**src/rtl/nand_rd_pkg.sv**
```systemverilog
package nand_rd_pkg;
  typedef enum logic [1:0] {CYC_CMD, CYC_ADDR, CYC_READ} cyc_kind_e;

  localparam logic [7:0] OP_PAGE_RD   = 8'h00;
  localparam logic [7:0] OP_PAGE_GO   = 8'h30;
  localparam logic [7:0] OP_STATUS    = 8'h70;
  localparam logic [7:0] OP_COL_SEL   = 8'h05;
  localparam logic [7:0] OP_COL_GO    = 8'hE0;
  localparam int         STAT_RDY_BIT = 6;
endpackage

```
**src/rtl/nand_bus_cycle.sv**
```systemverilog
module nand_bus_cycle
  import nand_rd_pkg::*;
#(
  parameter int WE_LOW  = 2,
  parameter int WE_HIGH = 2,
  parameter int RE_LOW  = 3,
  parameter int RE_HIGH = 2
) (
  input  logic       clk,
  input  logic       rst_n,
  input  logic       start,
  input  cyc_kind_e  kind,
  input  logic [7:0] wdata,
  input  logic [7:0] dq_i,
  output logic       idle,
  output logic       done,
  output logic [7:0] rdata,
  output logic       cle,
  output logic       ale,
  output logic       we_n,
  output logic       re_n,
  output logic [7:0] dq_o,
  output logic       dq_oe
);
  localparam int MAX_W1 = (WE_LOW > WE_HIGH) ? WE_LOW : WE_HIGH;
  localparam int MAX_W2 = (RE_LOW > RE_HIGH) ? RE_LOW : RE_HIGH;
  localparam int MAX_W  = (MAX_W1 > MAX_W2) ? MAX_W1 : MAX_W2;
  localparam int CW     = $clog2(MAX_W + 1);

  typedef enum logic [1:0] {PH_IDLE, PH_LOW, PH_HIGH} phase_e;

  phase_e          ph_q, ph_n;
  logic [CW-1:0]   cnt_q, cnt_n;
  cyc_kind_e       kind_q, kind_n;
  logic [7:0]      data_q, data_n;
  logic [7:0]      rd_q, rd_n;
  logic            is_rd;

  assign is_rd = (kind_q == CYC_READ);

  always_comb begin
    ph_n   = ph_q;
    cnt_n  = cnt_q;
    kind_n = kind_q;
    data_n = data_q;
    rd_n   = rd_q;
    done   = 1'b0;
    case (ph_q)
      PH_IDLE: begin
        if (start) begin
          ph_n   = PH_LOW;
          kind_n = kind;
          data_n = wdata;
          cnt_n  = (kind == CYC_READ) ? CW'(RE_LOW - 1) : CW'(WE_LOW - 1);
        end
      end
      PH_LOW: begin
        if (cnt_q == '0) begin
          ph_n  = PH_HIGH;
          cnt_n = is_rd ? CW'(RE_HIGH - 1) : CW'(WE_HIGH - 1);
          if (is_rd) rd_n = dq_i;
        end else begin
          cnt_n = cnt_q - CW'(1);
        end
      end
      PH_HIGH: begin
        if (cnt_q == '0) begin
          ph_n = PH_IDLE;
          done = 1'b1;
        end else begin
          cnt_n = cnt_q - CW'(1);
        end
      end
      default: ph_n = PH_IDLE;
    endcase
  end

  always_ff @(posedge clk or negedge rst_n) begin
    if (!rst_n) begin
      ph_q   <= PH_IDLE;
      cnt_q  <= '0;
      kind_q <= CYC_CMD;
      data_q <= '0;
      rd_q   <= '0;
    end else begin
      ph_q   <= ph_n;
      cnt_q  <= cnt_n;
      kind_q <= kind_n;
      data_q <= data_n;
      rd_q   <= rd_n;
    end
  end

  assign idle  = (ph_q == PH_IDLE);
  assign rdata = rd_q;
  assign we_n  = !((ph_q == PH_LOW) && !is_rd);
  assign re_n  = !((ph_q == PH_LOW) && is_rd);
  assign cle   = (ph_q != PH_IDLE) && (kind_q == CYC_CMD);
  assign ale   = (ph_q != PH_IDLE) && (kind_q == CYC_ADDR);
  assign dq_oe = (ph_q != PH_IDLE) && !is_rd;
  assign dq_o  = data_q;


  enables_excl_chk: assert property (@(posedge clk) disable iff (!rst_n)
    !(!we_n && !re_n));

  strobes_excl_chk: assert property (@(posedge clk) disable iff (!rst_n)
    !(cle && ale));

  we_pulse_steady_chk: assert property (@(posedge clk) disable iff (!rst_n)
    (!we_n && $past(!we_n)) |-> $stable({cle, ale, dq_o}));
endmodule

```
**src/rtl/nand_rb_watch.sv**
```systemverilog
module nand_rb_watch #(
  parameter int RB_SETTLE = 4
) (
  input  logic clk,
  input  logic rst_n,
  input  logic arm,
  input  logic rb_n,
  output logic ready
);
  localparam int SW = $clog2(RB_SETTLE + 1);

  logic [1:0]    sync_q;
  logic [SW-1:0] wait_q, wait_n;

  always_comb begin
    wait_n = wait_q;
    if (arm)              wait_n = SW'(RB_SETTLE);
    else if (wait_q != '0) wait_n = wait_q - SW'(1);
  end

  always_ff @(posedge clk or negedge rst_n) begin
    if (!rst_n) begin
      sync_q <= 2'b00;
      wait_q <= '0;
    end else begin
      sync_q <= {sync_q[0], rb_n};
      wait_q <= wait_n;
    end
  end

  assign ready = (wait_q == '0) && sync_q[1];


  settle_window_chk: assert property (@(posedge clk) disable iff (!rst_n)
    arm |=> !ready);
endmodule

```
**src/rtl/nand_addr_pick.sv**
```systemverilog
module nand_addr_pick #(
  parameter int COL_W = 16,
  parameter int ROW_W = 24
) (
  input  logic [$clog2((COL_W+ROW_W)/8)-1:0] idx,
  input  logic [COL_W-1:0]                   col,
  input  logic [ROW_W-1:0]                   row,
  output logic [7:0]                         sel_byte
);
  localparam int NB = (COL_W + ROW_W) / 8;

  logic [COL_W+ROW_W-1:0] flat;
  logic [7:0]             lanes [NB];

  assign flat = {row, col};

  for (genvar g = 0; g < NB; g++) begin : g_lane
    assign lanes[g] = flat[g*8 +: 8];
  end

  assign sel_byte = lanes[idx];
endmodule

```
**src/rtl/nand_page_reader.sv**
```systemverilog
module nand_page_reader
  import nand_rd_pkg::*;
#(
  parameter int COL_W     = 16,
  parameter int ROW_W     = 24,
  parameter int LEN_W     = 16,
  parameter int WE_LOW    = 2,
  parameter int WE_HIGH   = 2,
  parameter int RE_LOW    = 3,
  parameter int RE_HIGH   = 2,
  parameter int RB_SETTLE = 4,
  parameter int POLL_MAX  = 32,
  parameter int POLL_GAP  = 8
) (
  input  logic             clk,
  input  logic             rst_n,
  input  logic             req_valid,
  output logic             req_ready,
  input  logic [ROW_W-1:0] req_row,
  input  logic [COL_W-1:0] req_col,
  input  logic [LEN_W-1:0] req_len,
  input  logic             req_poll,
  input  logic             chg_valid,
  output logic             chg_ready,
  input  logic [COL_W-1:0] chg_col,
  output logic             out_valid,
  input  logic             out_ready,
  output logic [7:0]       out_data,
  output logic             out_last,
  output logic             timeout_err,
  output logic             nand_ce_n,
  output logic             nand_cle,
  output logic             nand_ale,
  output logic             nand_we_n,
  output logic             nand_re_n,
  output logic [7:0]       nand_dq_o,
  output logic             nand_dq_oe,
  input  logic [7:0]       nand_dq_i,
  input  logic             nand_rb_n
);
  localparam int COL_B = COL_W / 8;
  localparam int ADR_B = (COL_W + ROW_W) / 8;
  localparam int IW    = $clog2(ADR_B);
  localparam int PW    = $clog2(POLL_MAX + 1);
  localparam int GW    = $clog2(POLL_GAP + 1);

  typedef enum logic [3:0] {
    ST_IDLE, ST_CMD_RD, ST_ADDR, ST_CMD_GO, ST_WAIT_PIN, ST_CMD_STAT,
    ST_POLL_RD, ST_POLL_GAP, ST_CMD_MODE, ST_DATA_RD, ST_DATA_OUT,
    ST_CMD_CHG, ST_CHG_ADDR, ST_CMD_CHG_GO
  } state_e;

  state_e           st_q, st_n;
  logic [ROW_W-1:0] row_q, row_n;
  logic [COL_W-1:0] col_q, col_n;
  logic [LEN_W-1:0] left_q, left_n;
  logic             poll_q, poll_n;
  logic [IW-1:0]    idx_q, idx_n;
  logic [PW-1:0]    polls_q, polls_n;
  logic [GW-1:0]    gap_q, gap_n;
  logic [7:0]       data_q, data_n;
  logic             err_q, err_n;
  logic             fly_q, fly_n;

  logic             eng_start, eng_idle, eng_done;
  cyc_kind_e        eng_kind;
  logic [7:0]       eng_wdata, eng_rdata, addr_byte;
  logic             issuing, rb_arm, rb_ready, chg_take;

  nand_addr_pick #(.COL_W(COL_W), .ROW_W(ROW_W)) u_pick (
    .idx(idx_q), .col(col_q), .row(row_q), .sel_byte(addr_byte)
  );

  nand_rb_watch #(.RB_SETTLE(RB_SETTLE)) u_rbw (
    .clk(clk), .rst_n(rst_n), .arm(rb_arm), .rb_n(nand_rb_n), .ready(rb_ready)
  );

  nand_bus_cycle #(
    .WE_LOW(WE_LOW), .WE_HIGH(WE_HIGH), .RE_LOW(RE_LOW), .RE_HIGH(RE_HIGH)
  ) u_cyc (
    .clk(clk), .rst_n(rst_n), .start(eng_start), .kind(eng_kind),
    .wdata(eng_wdata), .dq_i(nand_dq_i), .idle(eng_idle), .done(eng_done),
    .rdata(eng_rdata), .cle(nand_cle), .ale(nand_ale), .we_n(nand_we_n),
    .re_n(nand_re_n), .dq_o(nand_dq_o), .dq_oe(nand_dq_oe)
  );

  // Cycle request decode per state
  always_comb begin
    issuing   = 1'b1;
    eng_kind  = CYC_CMD;
    eng_wdata = 8'h00;
    case (st_q)
      ST_CMD_RD:     eng_wdata = OP_PAGE_RD;
      ST_ADDR:       begin eng_kind = CYC_ADDR; eng_wdata = addr_byte; end
      ST_CMD_GO:     eng_wdata = OP_PAGE_GO;
      ST_CMD_STAT:   eng_wdata = OP_STATUS;
      ST_POLL_RD:    eng_kind  = CYC_READ;
      ST_CMD_MODE:   eng_wdata = OP_PAGE_RD;
      ST_DATA_RD:    eng_kind  = CYC_READ;
      ST_CMD_CHG:    eng_wdata = OP_COL_SEL;
      ST_CHG_ADDR:   begin eng_kind = CYC_ADDR; eng_wdata = addr_byte; end
      ST_CMD_CHG_GO: eng_wdata = OP_COL_GO;
      default:       issuing = 1'b0;
    endcase
  end

  assign eng_start = issuing && eng_idle && !fly_q;
  assign rb_arm    = (st_q == ST_CMD_GO) && eng_done && !poll_q;
  assign chg_ready = (st_q == ST_DATA_OUT) && out_ready && (left_q != '0);
  assign chg_take  = chg_ready && chg_valid;

  // Next state
  always_comb begin
    st_n    = st_q;
    row_n   = row_q;
    col_n   = col_q;
    left_n  = left_q;
    poll_n  = poll_q;
    idx_n   = idx_q;
    polls_n = polls_q;
    gap_n   = gap_q;
    data_n  = data_q;
    err_n   = err_q;
    fly_n   = fly_q;

    if (eng_start)     fly_n = 1'b1;
    else if (eng_done) fly_n = 1'b0;

    case (st_q)
      ST_IDLE: begin
        if (req_valid) begin
          st_n   = ST_CMD_RD;
          row_n  = req_row;
          col_n  = req_col;
          left_n = req_len;
          poll_n = req_poll;
          err_n  = 1'b0;
        end
      end
      ST_CMD_RD: if (eng_done) begin st_n = ST_ADDR; idx_n = '0; end
      ST_ADDR: begin
        if (eng_done) begin
          if (idx_q == IW'(ADR_B - 1)) st_n = ST_CMD_GO;
          else                         idx_n = idx_q + IW'(1);
        end
      end
      ST_CMD_GO: if (eng_done) st_n = poll_q ? ST_CMD_STAT : ST_WAIT_PIN;
      ST_WAIT_PIN: if (rb_ready) st_n = ST_DATA_RD;
      ST_CMD_STAT: if (eng_done) begin st_n = ST_POLL_RD; polls_n = '0; end
      ST_POLL_RD: begin
        if (eng_done) begin
          if (eng_rdata[STAT_RDY_BIT]) begin
            st_n = ST_CMD_MODE;
          end else if (polls_q == PW'(POLL_MAX - 1)) begin
            st_n  = ST_IDLE;
            err_n = 1'b1;
          end else begin
            polls_n = polls_q + PW'(1);
            gap_n   = GW'(POLL_GAP);
            st_n    = ST_POLL_GAP;
          end
        end
      end
      ST_POLL_GAP: begin
        if (gap_q <= GW'(1)) st_n  = ST_POLL_RD;
        else                 gap_n = gap_q - GW'(1);
      end
      ST_CMD_MODE: if (eng_done) st_n = ST_DATA_RD;
      ST_DATA_RD: begin
        if (eng_done) begin
          st_n   = ST_DATA_OUT;
          data_n = eng_rdata;
        end
      end
      ST_DATA_OUT: begin
        if (out_ready) begin
          if (left_q == '0) begin
            st_n = ST_IDLE;
          end else begin
            left_n = left_q - LEN_W'(1);
            if (chg_take) begin
              col_n = chg_col;
              st_n  = ST_CMD_CHG;
            end else begin
              st_n = ST_DATA_RD;
            end
          end
        end
      end
      ST_CMD_CHG: if (eng_done) begin st_n = ST_CHG_ADDR; idx_n = '0; end
      ST_CHG_ADDR: begin
        if (eng_done) begin
          if (idx_q == IW'(COL_B - 1)) st_n  = ST_CMD_CHG_GO;
          else                         idx_n = idx_q + IW'(1);
        end
      end
      ST_CMD_CHG_GO: if (eng_done) st_n = ST_DATA_RD;
      default: st_n = ST_IDLE;
    endcase
  end

  always_ff @(posedge clk or negedge rst_n) begin
    if (!rst_n) begin
      st_q    <= ST_IDLE;
      row_q   <= '0;
      col_q   <= '0;
      left_q  <= '0;
      poll_q  <= 1'b0;
      idx_q   <= '0;
      polls_q <= '0;
      gap_q   <= '0;
      data_q  <= '0;
      err_q   <= 1'b0;
      fly_q   <= 1'b0;
    end else begin
      st_q    <= st_n;
      row_q   <= row_n;
      col_q   <= col_n;
      left_q  <= left_n;
      poll_q  <= poll_n;
      idx_q   <= idx_n;
      polls_q <= polls_n;
      gap_q   <= gap_n;
      data_q  <= data_n;
      err_q   <= err_n;
      fly_q   <= fly_n;
    end
  end

  assign req_ready   = (st_q == ST_IDLE);
  assign nand_ce_n   = (st_q == ST_IDLE);
  assign out_valid   = (st_q == ST_DATA_OUT);
  assign out_data    = data_q;
  assign out_last    = out_valid && (left_q == '0);
  assign timeout_err = err_q;


  req_accept_chk: assert property (@(posedge clk) disable iff (!rst_n)
    (req_valid && req_ready) |=> (!nand_ce_n && !req_ready));

  deselect_idle_chk: assert property (@(posedge clk) disable iff (!rst_n)
    nand_ce_n |-> (nand_we_n && nand_re_n));

  out_hold_chk: assert property (@(posedge clk) disable iff (!rst_n)
    (out_valid && !out_ready) |=> (out_valid && $stable(out_data)));

  no_read_while_held_chk: assert property (@(posedge clk) disable iff (!rst_n)
    out_valid |-> nand_re_n);

  chg_gate_chk: assert property (@(posedge clk) disable iff (!rst_n)
    chg_ready |-> (out_valid && !out_last));

  timeout_idle_chk: assert property (@(posedge clk) disable iff (!rst_n)
    $rose(timeout_err) |-> (req_ready && !out_valid));
endmodule

```
**config.mk**
```make
export PLATFORM = sky130hd
export DESIGN_NAME = nand_page_reader
export DESIGN_NICKNAME = d
export VERILOG_FILES = /design/src/rtl/nand_rd_pkg.sv /design/src/rtl/nand_bus_cycle.sv /design/src/rtl/nand_rb_watch.sv /design/src/rtl/nand_addr_pick.sv /design/src/rtl/nand_page_reader.sv
export SDC_FILE = /design/constraint.sdc
export NUM_CORES = 1
export LEC_CHECK = 0
export ABC_AREA = 1
export BUFFER_PORTS_ARGS = -buffer_cell sky130_fd_sc_hd__buf_2
export CORE_ASPECT_RATIO = 2
export CORE_UTILIZATION = 50
export CTS_CLUSTER_DIAMETER = 50
export CTS_CLUSTER_SIZE = 25
export DETAILED_ROUTE_END_ITERATION = 8
export GPL_TIMING_DRIVEN = 0
export PLACE_DENSITY_LB_ADDON = 0.15
export SETUP_SLACK_MARGIN = 0.15
export SLEW_MARGIN = 5
export SYNTH_ARGS = -nofsm -noshare
export SYNTH_HDL_FRONTEND = slang
export SYNTH_HIERARCHICAL = 1
export SYNTH_SLANG_ARGS = --single-unit
```
**constraint.sdc**
```tcl
create_clock -name clk -period 2 [get_ports clk]
set_input_delay 0.1 -clock clk [delete_from_list [all_inputs] [get_ports clk]]
set_output_delay 0.1 -clock clk [all_outputs]
set_load 0.005 [all_outputs]
```
==> results_dict.tcl <==
set metrics [dict create \
    globalRouteOverflowTotal 0 \
    cts_inserted_buffers 9 \
    grt_max_degree 73 \
    required_ns 2.24 \
    synth_top_cell_area_share 0.4297 \
    period_minus_slack_ns 1.770 \
    hold_slack_ns 0.02094 \
    cpMaxStageDelayCell "dfrtp_2" \
    p_int_mw 6.380 \
    htree_levels 3 \
    syn_inst 892 \
    grt_usage 0.2599 \
    fin_crit_sh 0.8852 \
    cp-end-kind "flop" \
    drt_iter0_markers 306 \
    crit_top_cell "nand3_1" \
    rsz0062_at_grt "true" \
    start_util 0.5148 \
    status "complete, no violations" \
    synth-seq-area-share 0.4297 \
    layout-drive-gt1-share 0.2491 \
    swShare 0.4395 \
    cts_tree "yes" \
    synth_area_leaders "dfrtp_1, nand2_1, nand3_1" \
    ys_ff_latch 111 \
    num_rows 58 \
    ir_drop_v 0.0007263 \
    portBuffers 113 \
    combPwrFrac 0.495 \
    final_area_mm2 0.008225 \
    synth_edf_count 0 \
    ys.flop_type "dfrtp_1" \
    drc 0 \
    die_area_mm2 0.01341 \
    clkPwrFrac 0.156 \
    wirelength_um 16200 \
    synth_top_cell_by_area "dfrtp_1" \
    ant_nets 0 \
    dr.pass1.iters 4 \
    syn_nets 996 \
    critical_path_class "flop to flop" \
    post_dp_cell_area_mm2 0.007251 \
    ys_types 36 \
    crit_chain "buf_6 > inv_6 > buf_8 > nand2_2 > nand3_1 > nand3_1 > nand2_1 > a21oi_1 > nand3_1 > mux2_4" \
    drv_slew 0 \
    antenna_found_initial 0 \
    grt_pass1_vias 5898 \
    clock_sinks 111 \
    netlist_area_mm2 0.006464 \
    holdCritPathClass "input pin to flop" \
    synth.most_common_cell "nand2_1" \
    power_leakage_nw 4.536 \
    hold_viol 0 \
    core_mm2 0.01255 \
    total_power_mw 11.38 \
    globalplace.congestion 0.9237 \
    hpwl_um 11940 \
    top_level_ports 114 \
    netSwitchingPower_mw 5.004 \
    grt_pass1_wl_um 26690 \
    die_w_um 82.40 \
    cellPowerDensity_mw_per_mm2 1384 \
    yosys-top-cells-count "nand2_1, dfrtp_1, nand3_1" \
    die_h_um 162.8 \
    skew_ns 0.01239 \
    yosys_warnings 6 \
    num_vias 6097 \
    cp.arrival_ns 2.01 \
    drv_cap 0 \
    worstPathMaxFanout 10 \
    area_growth_pct 27.26 \
    n_antenna_cell 0 \
    clock.fmax_mhz 564.8 \
    viasPerCell 4.989 \
    startpoint_type "flop" \
    fin_nets 1171 \
    p_seq_frac 0.349 \
    cts_root_buf "clkbuf_16" \
    clk_latency_ns 0.36 \
    maxSlewHeadroom 0.6987 \
    clkSlewWorstSetupHoldPaths_ns 0.08 \
    clockBufferDepth 2 \
    wire_per_inst_um 13.26 \
    tightest_slew_ns 0.4519 \
    async_reset_ff_frac 1.000 \
    syn_avg_cell_area_um2 7.246 \
    setup_violations 0 \
    cpPeakStageDelay_ns 0.43 \
]
[per-stage QoR]
step,setup WS [ns],TNS (ns),std cells,util
4_1_cts,0.1537,0,1209,0.6373
6_report,0.2295,0,1222,0.6552
5_1_grt,0.1392,0,1222,0.6552
2_1_floorplan,0.3121,0,892,-
3_5_place_dp,-0.1467,-2.702,1156,0.5775
3_3_place_gp,-0.5390,-61.51,1155,0.5748
[flip-flops by register name, indices dropped and copies added, names as in the netlist, 3 cells and up]
name,count
col_q,16
gap_q,4
idx_q,3
left_q,16
out_data,8
polls_q,6
row_q,24
st_q,4
u_cyc/dq_o,8
u_cyc/rdata,8
u_rbw/wait_q,3
[cells in the final DEF, fill, tap and decap left out, types with 9 or more instances in the layout]
cell type and n:
buf_4 21, buf_2 118, dfrtp_1 105, nor2_2 12, inv_1 76, nand2_2 17, o21ai_0 35, ha_1 13
mux2_2 9, nand2_1 381, nor2_1 42, nand3_1 82, inv_2 11, dlygate4sd3_1 35, clkbuf_16 9
[power by group through the flow]
| stage | clock [mW] | combinational (mW) | sequential, mW |
|---|---|---|---|
| floorplan | 0 | 3.83 | 3.77 |
| global placement | 0 | 4.99 | 3.96 |
| detailed placement | 0 | 5.11 | 3.97 |
| CTS | 1.81 | 5.31 | 3.94 |
| global route | 1.89 | 6.50 | 4.09 |
| finish | 1.77 | 5.64 | 3.97 |
[logic make-up (layout without fill, tap and decap cells)]
family / after synthesis / count (layout) / share of synthesized area
simple gates: 567 / 567 / 0.3647
buf+inv: 113 / 293 / 0.07762
flops: 111 / 111 / 0.4297
compound gates: 60 / 60 / 0.05304
fa+ha+maj: 17 / 17 / 0.03291
mux: 16 / 16 / 0.03117
xor+xnor: 8 / 8 / 0.01084
[critical path, delay by kind of cell, from the launching register on]
family	cells	cell delay, ns
AO/OA/AOI/OAI	1	0.17
buffers and inverters	3	0.37
flip-flops	1	0.43
multiplexers	1	0.27
AND/OR/NAND/NOR	5	0.42
[cell type report]
class,count,area (um2)
fillers,1162,4329
multi-input cells,668,3369
flip-flops and latches,111,2785
repair buffers,165,1070
inverters,89,341.6
clock buffers,9,225.2
well taps,150,187.7
plain buffers,23,182.7
clock inverters,7,63.81
[what timing repair did]
| action | CTS | global route |
|---|---|---|
| setup buffers | 2 | 14 |
| pin swaps | 4 | 7 |
| hold endpoints to repair | 73 | 0 |
| hold buffers | 35 | 0 |
| endpoints found under the setup margin | 79 | 82 |
| gates resized for setup | 30 | 48 |
[path summary, 6_finish.rpt]
check | startpoint | end | slack, ns | depth (start not counted)
setup / recovery | idx_q[0]$_DFFE_PN0P_ | u_cyc/dq_o[5]$_DFFE_PN0P_ | 0.23 | 10
hold / removal | req_len[10] | left_q[10]$_DFFE_PN0P_ | 0.02 | 5
setup reg to reg | idx_q[0]$_DFFE_PN0P_ | u_cyc/dq_o[5]$_DFFE_PN0P_ | 0.23 | 10
hold reg to reg | u_rbw/sync_q[0]$_DFF_PN0_ | u_rbw/sync_q[1]$_DFF_PN0_ | 0.37 | 0
max in group asynchronous | rst_n | st_q[3]$_DFFE_PN0P_ | 1.06 | 3
min in group asynchronous | rst_n | u_cyc/dq_o[1]$_DFFE_PN0P_ | 0.22 | 2
[routing by layer]
| layer | part of all wire | routed length [um] | vias to the layer above | global-route usage |
|---|---|---|---|---|
| met1 | 0.39 | 6385 | 2808 | 0.2838 |
| met5 | 0 | 0 | - | 0 |
| met2 | 0.55 | 8853 | 125 | 0.4771 |
| li1 | - | - | 3131 | - |
| met3 | 0.030 | 481 | 33 | 0.03866 |
| met4 | 0.030 | 484 | 0 | 0.1108 |
No activity file was read; power rests on OpenSTA's default activity.
